==> src/rtl/dskctl_pkg.sv <==
package dskctl_pkg;
   localparam int STS_W   = 18;
   localparam int B_ERR   = 17;
   localparam int B_PAR   = 16;
   localparam int B_ILA   = 15;
   localparam int B_TIM   = 14;
   localparam int B_NRY   = 13;
   localparam int B_DONE  = 12;
   localparam int B_IE    = 11;
   localparam int B_BUSY  = 10;
   localparam int B_WR    = 9;
   localparam int FLAG_LO = B_NRY;
   localparam int FLAG_HI = B_PAR;
   localparam int N_FLAGS = FLAG_HI - FLAG_LO + 1;
   localparam int HELD_W  = STS_W - B_WR;

   typedef enum logic [1:0] {
      SC_A    = 2'b00,
      SC_B    = 2'b01,
      SC_C    = 2'b10,
      SC_NONE = 2'b11
   } subcode_e;

   typedef struct packed {
      logic clr_flags;
      logic test_skip;
      logic clr_all;
      logic rd_da;
      logic rd_sts;
      logic ld_ma;
      logic ld_da;
      logic ld_wc;
      logic ld_sts;
   } iot_act_t;
endpackage

==> src/rtl/dskctl_decode.sv <==
module dskctl_decode
   import dskctl_pkg::*;
#(
   parameter int PULSE_W = 6
)(
   input  logic               valid,
   input  logic [PULSE_W-1:0] pulse,
   output iot_act_t           act
);
   subcode_e sc;
   logic     unused_pulse_bits;

   assign sc                = subcode_e'(pulse[5:4]);
   assign unused_pulse_bits = pulse[3];

   always_comb begin
      act = '0;
      if (valid) begin
         if (pulse[0]) begin
            case (sc)
               SC_A:    act.clr_flags = 1'b1;
               SC_B:    act.test_skip = 1'b1;
               SC_C:    act.clr_all   = 1'b1;
               default: ;
            endcase
         end
         if (pulse[1]) begin
            case (sc)
               SC_A:    act.rd_da  = 1'b1;
               SC_B:    act.rd_sts = 1'b1;
               SC_C:    act.ld_ma  = 1'b1;
               default: ;
            endcase
         end
         if (pulse[2]) begin
            case (sc)
               SC_A:    act.ld_da  = 1'b1;
               SC_B:    act.ld_wc  = 1'b1;
               SC_C:    act.ld_sts = 1'b1;
               default: ;
            endcase
         end
      end
   end
endmodule

==> src/rtl/dskctl_status.sv <==
module dskctl_status
   import dskctl_pkg::*;
#(
   parameter int NFLAG = 4
)(
   input  logic                  clk,
   input  logic                  rst,
   input  logic                  clr_flags,
   input  logic                  clr_all,
   input  logic                  ld_sts,
   input  logic [STS_W-1:B_WR]   ld_word,
   input  logic [NFLAG-1:0]      err_evt,
   input  logic                  done_evt,
   output logic [STS_W-1:0]      sts,
   output logic                  iot_busy,
   output logic                  irq
);
   localparam logic [HELD_W-1:0] KEEP_MASK =
      HELD_W'((1 << (B_IE - B_WR)) | (1 << (B_BUSY - B_WR)) | 1);

   logic [STS_W-1:B_WR] sts_q;
   logic [STS_W-1:B_WR] w_pre;
   logic [STS_W-1:B_WR] w_iot;
   logic [STS_W-1:B_WR] w_nxt;
   logic [STS_W-1:B_WR] evt_word;

   function automatic logic [STS_W-1:B_WR] settle(input logic [STS_W-1:B_WR] w);
      logic [STS_W-1:B_WR] r;
      r        = w;
      r[B_ERR] = |w[FLAG_HI:FLAG_LO];
      if (r[B_DONE]) r[B_BUSY] = 1'b0;
      return r;
   endfunction

   assign evt_word[B_ERR]  = 1'b0;
   assign evt_word[B_DONE] = done_evt;
   assign evt_word[B_IE]   = 1'b0;
   assign evt_word[B_BUSY] = 1'b0;
   assign evt_word[B_WR]   = 1'b0;

   for (genvar i = 0; i < NFLAG; i++) begin : g_flag_map
      assign evt_word[FLAG_LO+i] = err_evt[i];
   end

   always_comb begin
      w_pre = sts_q;
      if (clr_all)
         w_pre = '0;
      else if (clr_flags)
         w_pre[B_ERR:B_DONE] = '0;
      if (ld_sts)
         w_pre = (w_pre & KEEP_MASK) ^ ld_word;
      w_iot = settle(w_pre);
      w_nxt = settle(w_iot | evt_word);
   end

   always_ff @(posedge clk) begin
      if (rst) begin
         sts_q <= '0;
         irq   <= 1'b0;
      end else begin
         sts_q <= w_nxt;
         irq   <= (w_nxt[B_ERR] | w_nxt[B_DONE]) & w_nxt[B_IE];
      end
   end

   assign sts      = {sts_q, {B_WR{1'b0}}};
   assign iot_busy = w_iot[B_BUSY];
endmodule

==> src/rtl/dskctl_strobe.sv <==
module dskctl_strobe #(
   parameter int AC_W = 18,
   parameter int WC_W = 16,
   parameter int MA_W = 15
)(
   input  logic            clk,
   input  logic            rst,
   input  logic            ld_sts,
   input  logic            ld_da,
   input  logic            ld_wc,
   input  logic            ld_ma,
   input  logic [AC_W-1:0] ac,
   input  logic            iot_busy,
   input  logic            xfer_active,
   output logic            start,
   output logic            cancel,
   output logic            da_ld,
   output logic [AC_W-1:0] da_ld_val,
   output logic            wc_ld,
   output logic [WC_W-1:0] wc_ld_val,
   output logic            ma_ld,
   output logic [MA_W-1:0] ma_ld_val
);
   always_ff @(posedge clk) begin
      if (rst) begin
         start  <= 1'b0;
         cancel <= 1'b0;
         da_ld  <= 1'b0;
         wc_ld  <= 1'b0;
         ma_ld  <= 1'b0;
      end else begin
         start  <= ld_sts & iot_busy & ~xfer_active;
         cancel <= ld_sts & ~iot_busy;
         da_ld  <= ld_da;
         wc_ld  <= ld_wc;
         ma_ld  <= ld_ma;
      end
   end

   always_ff @(posedge clk) begin
      if (rst) begin
         da_ld_val <= '0;
         wc_ld_val <= '0;
         ma_ld_val <= '0;
      end else begin
         if (ld_da) da_ld_val <= ac;
         if (ld_wc) wc_ld_val <= ac[WC_W-1:0];
         if (ld_ma) ma_ld_val <= ac[MA_W-1:0];
      end
   end
endmodule

==> src/rtl/dskctl_csr.sv <==
module dskctl_csr
   import dskctl_pkg::*;
#(
   parameter int PULSE_W = 6,
   parameter int AC_W    = 18,
   parameter int DA_W    = 17,
   parameter int WC_W    = 16,
   parameter int MA_W    = 15
)(
   input  logic               clk,
   input  logic               rst,
   input  logic               iot_valid,
   input  logic [PULSE_W-1:0] iot_pulse,
   input  logic [AC_W-1:0]    iot_ac,
   output logic [AC_W-1:0]    ac_out,
   output logic               skip,
   input  logic [DA_W-1:0]    da_bcd,
   input  logic               evt_par,
   input  logic               evt_ila,
   input  logic               evt_tim,
   input  logic               evt_nry,
   input  logic               evt_done,
   input  logic               xfer_active,
   output logic               irq,
   output logic               start,
   output logic               cancel,
   output logic               da_ld,
   output logic [AC_W-1:0]    da_ld_val,
   output logic               wc_ld,
   output logic [WC_W-1:0]    wc_ld_val,
   output logic               ma_ld,
   output logic [MA_W-1:0]    ma_ld_val
);
   if (PULSE_W != 6) begin : g_bad_pulse
      $error("PULSE_W must be 6");
   end
   if (AC_W != STS_W) begin : g_bad_ac
      $error("AC_W must equal the status width");
   end
   if (DA_W < 1 || DA_W > AC_W) begin : g_bad_da
      $error("DA_W out of range");
   end
   if (WC_W < 1 || WC_W > AC_W) begin : g_bad_wc
      $error("WC_W out of range");
   end
   if (MA_W < 1 || MA_W > AC_W) begin : g_bad_ma
      $error("MA_W out of range");
   end

   iot_act_t            act;
   logic [STS_W-1:0]    sts_word;
   logic                iot_busy;
   logic [AC_W-1:0]     da_ext;
   logic [N_FLAGS-1:0]  err_evt;

   assign err_evt = {evt_par, evt_ila, evt_tim, evt_nry};

   if (DA_W < AC_W) begin : g_da_pad
      assign da_ext = {{(AC_W-DA_W){1'b0}}, da_bcd};
   end else begin : g_da_full
      assign da_ext = da_bcd;
   end

   dskctl_decode #(.PULSE_W(PULSE_W)) u_decode (
      .valid (iot_valid),
      .pulse (iot_pulse),
      .act   (act)
   );

   dskctl_status #(.NFLAG(N_FLAGS)) u_status (
      .clk       (clk),
      .rst       (rst),
      .clr_flags (act.clr_flags),
      .clr_all   (act.clr_all),
      .ld_sts    (act.ld_sts),
      .ld_word   (iot_ac[STS_W-1:B_WR]),
      .err_evt   (err_evt),
      .done_evt  (evt_done),
      .sts       (sts_word),
      .iot_busy  (iot_busy),
      .irq       (irq)
   );

   dskctl_strobe #(.AC_W(AC_W), .WC_W(WC_W), .MA_W(MA_W)) u_strobe (
      .clk         (clk),
      .rst         (rst),
      .ld_sts      (act.ld_sts),
      .ld_da       (act.ld_da),
      .ld_wc       (act.ld_wc),
      .ld_ma       (act.ld_ma),
      .ac          (iot_ac),
      .iot_busy    (iot_busy),
      .xfer_active (xfer_active),
      .start       (start),
      .cancel      (cancel),
      .da_ld       (da_ld),
      .da_ld_val   (da_ld_val),
      .wc_ld       (wc_ld),
      .wc_ld_val   (wc_ld_val),
      .ma_ld       (ma_ld),
      .ma_ld_val   (ma_ld_val)
   );

   always_comb begin
      ac_out = iot_ac;
      if (act.rd_da)  ac_out = ac_out | da_ext;
      if (act.rd_sts) ac_out = ac_out | sts_word;
   end

   assign skip = act.test_skip & (sts_word[B_ERR] | sts_word[B_DONE]);
endmodule

==> config.mk <==
export PLATFORM = sky130hd
export DESIGN_NAME = dskctl_csr
export DESIGN_NICKNAME = d
export VERILOG_FILES = /design/src/rtl/dskctl_pkg.sv /design/src/rtl/dskctl_decode.sv /design/src/rtl/dskctl_status.sv /design/src/rtl/dskctl_strobe.sv /design/src/rtl/dskctl_csr.sv
export SDC_FILE = /design/constraint.sdc
export NUM_CORES = 1
export LEC_CHECK = 0
export CORE_MARGIN = 5
export CORE_UTILIZATION = 40
export CTS_CLUSTER_DIAMETER = 80
export CTS_CLUSTER_SIZE = 14
export DETAILED_ROUTE_END_ITERATION = 10
export GPL_TIMING_DRIVEN = 0
export PLACE_DENSITY = 0.83
export SETUP_SLACK_MARGIN = 0.1
export SYNTH_ARGS = -nofsm -noshare
export SYNTH_HDL_FRONTEND = slang
export SYNTH_SLANG_ARGS = --single-unit
==> constraint.sdc <==
create_clock -name clk -period 2.1 [get_ports clk]
set_input_delay 0.42 -clock clk [delete_from_list [all_inputs] [get_ports clk]]
set_output_delay 0.42 -clock clk [all_outputs]
set_load 0.1 [all_outputs]
==> flow_summary.rst <==
.. list-table::
   :header-rows: 1

   * - Metric
     - Value
   * - Result of the run
     - finished, final reports clean
   * - Warning count from the yosys run
     - 0
   * - Most used flip-flop cell after synthesis
     - dfxtp_1
   * - Number of unique standard cell types used by synthesis
     - 38
   * - Later-pin clock latency in the skew report
     - ~0.34 ns
   * - Overflow left after global routing
     - 0
   * - Total GRT Usage
     - a little over a fifth
   * - Final RePlAce weighted congestion
     - between 0.8 and 0.9
   * - Min-Delay Path Class
     - input pin to flip-flop
   * - Capturing element type of the critical path
     - output pin
   * - Crit-path leading delay family
     - buffers and inverters
   * - Switching power share of the total
     - 32.8%
   * - Net total in the final layout
     - between 400 and 500
   * - Final setup violation count
     - 0
   * - Part of the total power dissipated in combinational logic
     - 22.5%
   * - Effective utilization at floorplan
     - slightly above 40%
   * - DIE AREA
     - about 8200 µm²
   * - Seq/Total Area, Yosys
     - roughly half
   * - Max-slew violations
     - 0
   * - Internal power
     - roughly 2000 µW
   * - Largest area contributor in the netlist
     - dfxtp_1
   * - Power consumption
     - 3030 µW
   * - Max-cap violation count
     - 0
   * - Largest net degree at the start of global routing
     - 13
   * - Final sum of negative setup slack
     - 0 ns
   * - Power per cell area
     - between 700 and 800 nW/µm²
   * - Growth of design area from synthesis to finish
     - 59.5%
   * - Syn nets
     - 354
   * - Number of antenna diodes
     - 0
   * - Vias per Instance
     - 5.19
   * - Final worst path period share
     - between 90% and 100%
   * - Startpoint Class
     - flip-flop
   * - Worst ir drop on vdd
     - between 0.7 and 0.8 mV
   * - Global-route wire length before repair
     - 14200 µm
   * - WL per Instance
     - 16.8 µm
   * - RSZ-0062 raised after global routing
     - true
   * - Die Height
     - 90.4 µm
   * - R2r setup slk
     - 1.11 ns
   * - Core utilization of the finished layout
     - 65.3%
   * - Tightest Pin Transition
     - between 1 and 1.5 ns
   * - Top cells by area in the synthesized netlist
     - dfxtp_1 (50%), nand2_1 (15%), a21oi_1 (10%), a221o_1 (3.1%), a21o_1 (2.9%)
   * - Part of the total power dissipated in sequential elements
     - about two fifths
   * - Static Leakage
     - roughly 0.0017 µW
   * - Switching Power
     - 995 µW
   * - Number of clock sinks seen by CTS
     - 64
   * - Final HPWL from detailed placement
     - approximately 6400 µm
   * - Post-cts hold buffer count
     - 0
   * - Startpoint-to-endpoint class of the critical path
     - flip-flop to output pin
   * - CTS Buf Count
     - 9
   * - Layout Skew
     - roughly 0.00086 ns
   * - Post-synthesis cell area
     - 2580 µm²
   * - Buffers & Inverters on Critical Path
     - 1
   * - Fin crit period
     - between 1.5 and 2 ns
   * - Clock transition at the registers of the reported paths
     - approximately 0.070 ns
   * - Antenna violation net count after detailed routing
     - 0
   * - Avg Synthesized Cell Area
     - around 8.5 µm²
   * - Total of fill cells in the finished design
     - 548
   * - Worst Setup Slack post-DPL
     - -1.42 ns
   * - Fraction of registers with async set/reset
     - 0%
   * - Final hold violations
     - 0
   * - # rows
     - 29
   * - Clock tree from TritonCTS
     - built
   * - Worst Setup Slack, final
     - between 0.1 and 0.15 ns
   * - Clock share of power
     - ~36%
   * - Required time of the critical path
     - 1.68 ns
   * - Die outline width
     - between 90 and 100 µm
   * - Critical-path maximum fanout
     - 2
   * - Area of the core
     - between 6000 and 7000 µm²
   * - Cell with the largest stage delay on the worst path
     - clkdlybuf4s15_1
   * - Arrival time worst endpoint
     - around 1.6 ns
   * - Clock tree root buffer cell
     - clkbuf_8
   * - # port buffers
     - roughly 120
   * - Largest buffer count on any clock path
     - 2
   * - First-iteration detailed-routing DRC count
     - around 130
   * - Achievable Freq
     - roughly 500 MHz
   * - Series of cell instances along the critical path
     - clkdlybuf4s15_1
   * - Headroom to the max-slew limit
     - between 30% and 40%
   * - Vias after detailed routing
     - between 2000 and 3000
   * - Flip-flop and latch count after synthesis
     - 64
   * - CTS H-tree depth
     - 3
   * - Largest stage delay on the critical path
     - approximately 0.85 ns
   * - Drc violations
     - 0
   * - Via count of the first global-routing pass
     - around 2800
   * - Count of boundary I/O pins
     - between 100 and 150
   * - Ratio of cells with drive above 1 in the final layout
     - 21.8%
   * - Cells after synthesis
     - around 300
   * - Number of enable flip-flop cells after synthesis
     - 0
   * - DRT Pass-1 Iters
     - 5
   * - Initial antenna violation count
     - 0
   * - Overall routed net length
     - between 8000 and 9000 µm
   * - Share of the synthesized area in the top cell type
     - 49.6%
## worst min-delay path: stages
cell and delay [ns]:
buf_6 0.14, nor3b_4 0.08, nand2_1 0.06, a21oi_1 0.05
## cells by family (layout without fill, tap and decap cells)
logic type	Yosys count	after routing	share of synthesized area [%]
flip-flops	64	64	49.6
buffers and inverters	23	159	4.94
XOR/XNOR	2	2	0.678
AO/OA/AOI/OAI	85	85	21.7
AND/OR/NAND/NOR	130	130	23.1
## cell usage after synthesis (2+ instances only)
cell,number
nand2_1,101
nand2_2,3
buf_2,6
a21oi_1,53
o21ai_0,3
clkbuf_1,7
dfxtp_1,64
buf_4,3
a21o_1,10
nand4b_1,3
inv_1,3
a21oi_2,2
nor2_1,9
buf_6,3
a221oi_2,2
nand2b_4,2
and3_1,2
a221o_1,8
## metrics by stage
| stage | hold WS, ns | cell area, µm² | cells |
|---|---|---|---|
| after global placement | 0.442 | 3890 | 499 |
| after detailed placement | 0.446 | 3890 | 499 |
| final | 0.454 | 4120 | 517 |
| after floorplan | 0.486 | 2620 | 304 |
| after global routing | 0.471 | 4120 | 517 |
| after CTS | 0.446 | 4120 | 517 |
## layout by cell type (no fill, tap or decap), types with 3 or more instances in the layout
| cell type | n |
|---|---|
| nor2_1 | 7 |
| clkbuf_8 | 10 |
| a221o_2 | 8 |
| dlygate4sd2_1 | 15 |
| a21o_2 | 9 |
| nand2_1 | 101 |
| dfxtp_1 | 64 |
| clkdlybuf4s15_1 | 32 |
| clkdlybuf4s50_1 | 42 |
| inv_1 | 3 |
| a21oi_1 | 53 |
| nand4b_1 | 3 |
| buf_2 | 6 |
| buf_4 | 3 |
| o21ai_0 | 3 |
| clkbuf_1 | 7 |
| clkbuf_2 | 9 |
| buf_6 | 19 |
## area by class of cell
| class | instances | area (µm²) | share of cell area, % |
|---|---|---|---|
| inverter | 3 | 11.3 | 0.273 |
| multi-input combinational | 217 | 1230 | 29.7 |
| clock inverter | 6 | 67.6 | 1.64 |
| buffer | 20 | 120 | 2.91 |
| timing repair buffer | 120 | 1180 | 28.7 |
| tap | 77 | 96.3 | 2.34 |
| clock buffer | 10 | 138 | 3.34 |
| sequential | 64 | 1280 | 31.1 |
## timing repair
action / in CTS / in global routing
setup buffers: 1 / 0
endpoints found under the setup margin: 74 / 56
cloned: 1 / 0
pin swaps: 2 / 1
resized for setup: 205 / 49
## layer usage
| metal | vias to the layer above | global-route usage, % | routed length, µm |
|---|---|---|---|
| li1 | 1295 | - | - |
| met1 | 1258 | 25.3 | 3550 |
| met2 | 113 | 35.4 | 4230 |
| met3 | 18 | 7.92 | 722 |
| met4 | 0 | 9.68 | 204 |
| met5 | - | 0 | 0 |
## sequential cells by signal (all words and copies together) (netlist names)
| register | count |
|---|---|
| u_status.irq | 1 |
| u_strobe.da_ld | 1 |
| u_strobe.wc_ld_val | 16 |
| u_strobe.cancel | 1 |
| u_status.sts_q | 9 |
| u_strobe.ma_ld | 1 |
| u_strobe.ma_ld_val | 15 |
| u_strobe.start | 1 |
| u_strobe.da_ld_val | 18 |
| u_strobe.wc_ld | 1 |
## power groups by stage
stage	Sequential [µW]	Clock (µW)	Combinational [µW]
floorplan	1440	0	295
global placement	1290	0	664
detailed placement	1290	0	670
CTS	1260	1100	681
global route	1270	1170	710
finish	1260	1090	681
## path summary, 6_finish.rpt
kind                         start  cells after the start                endpoint
max          u_strobe.ma_ld_val[0]                      1            ma_ld_val[0]
max reg2reg     u_status.sts_q[12]                      2            u_status.irq
min                   iot_pulse[4]                      4  u_strobe.ma_ld_val[14]
min reg2reg  u_strobe.wc_ld_val[5]                      2   u_strobe.wc_ld_val[5]
Note: power is estimated with default switching activity, not from simulation.
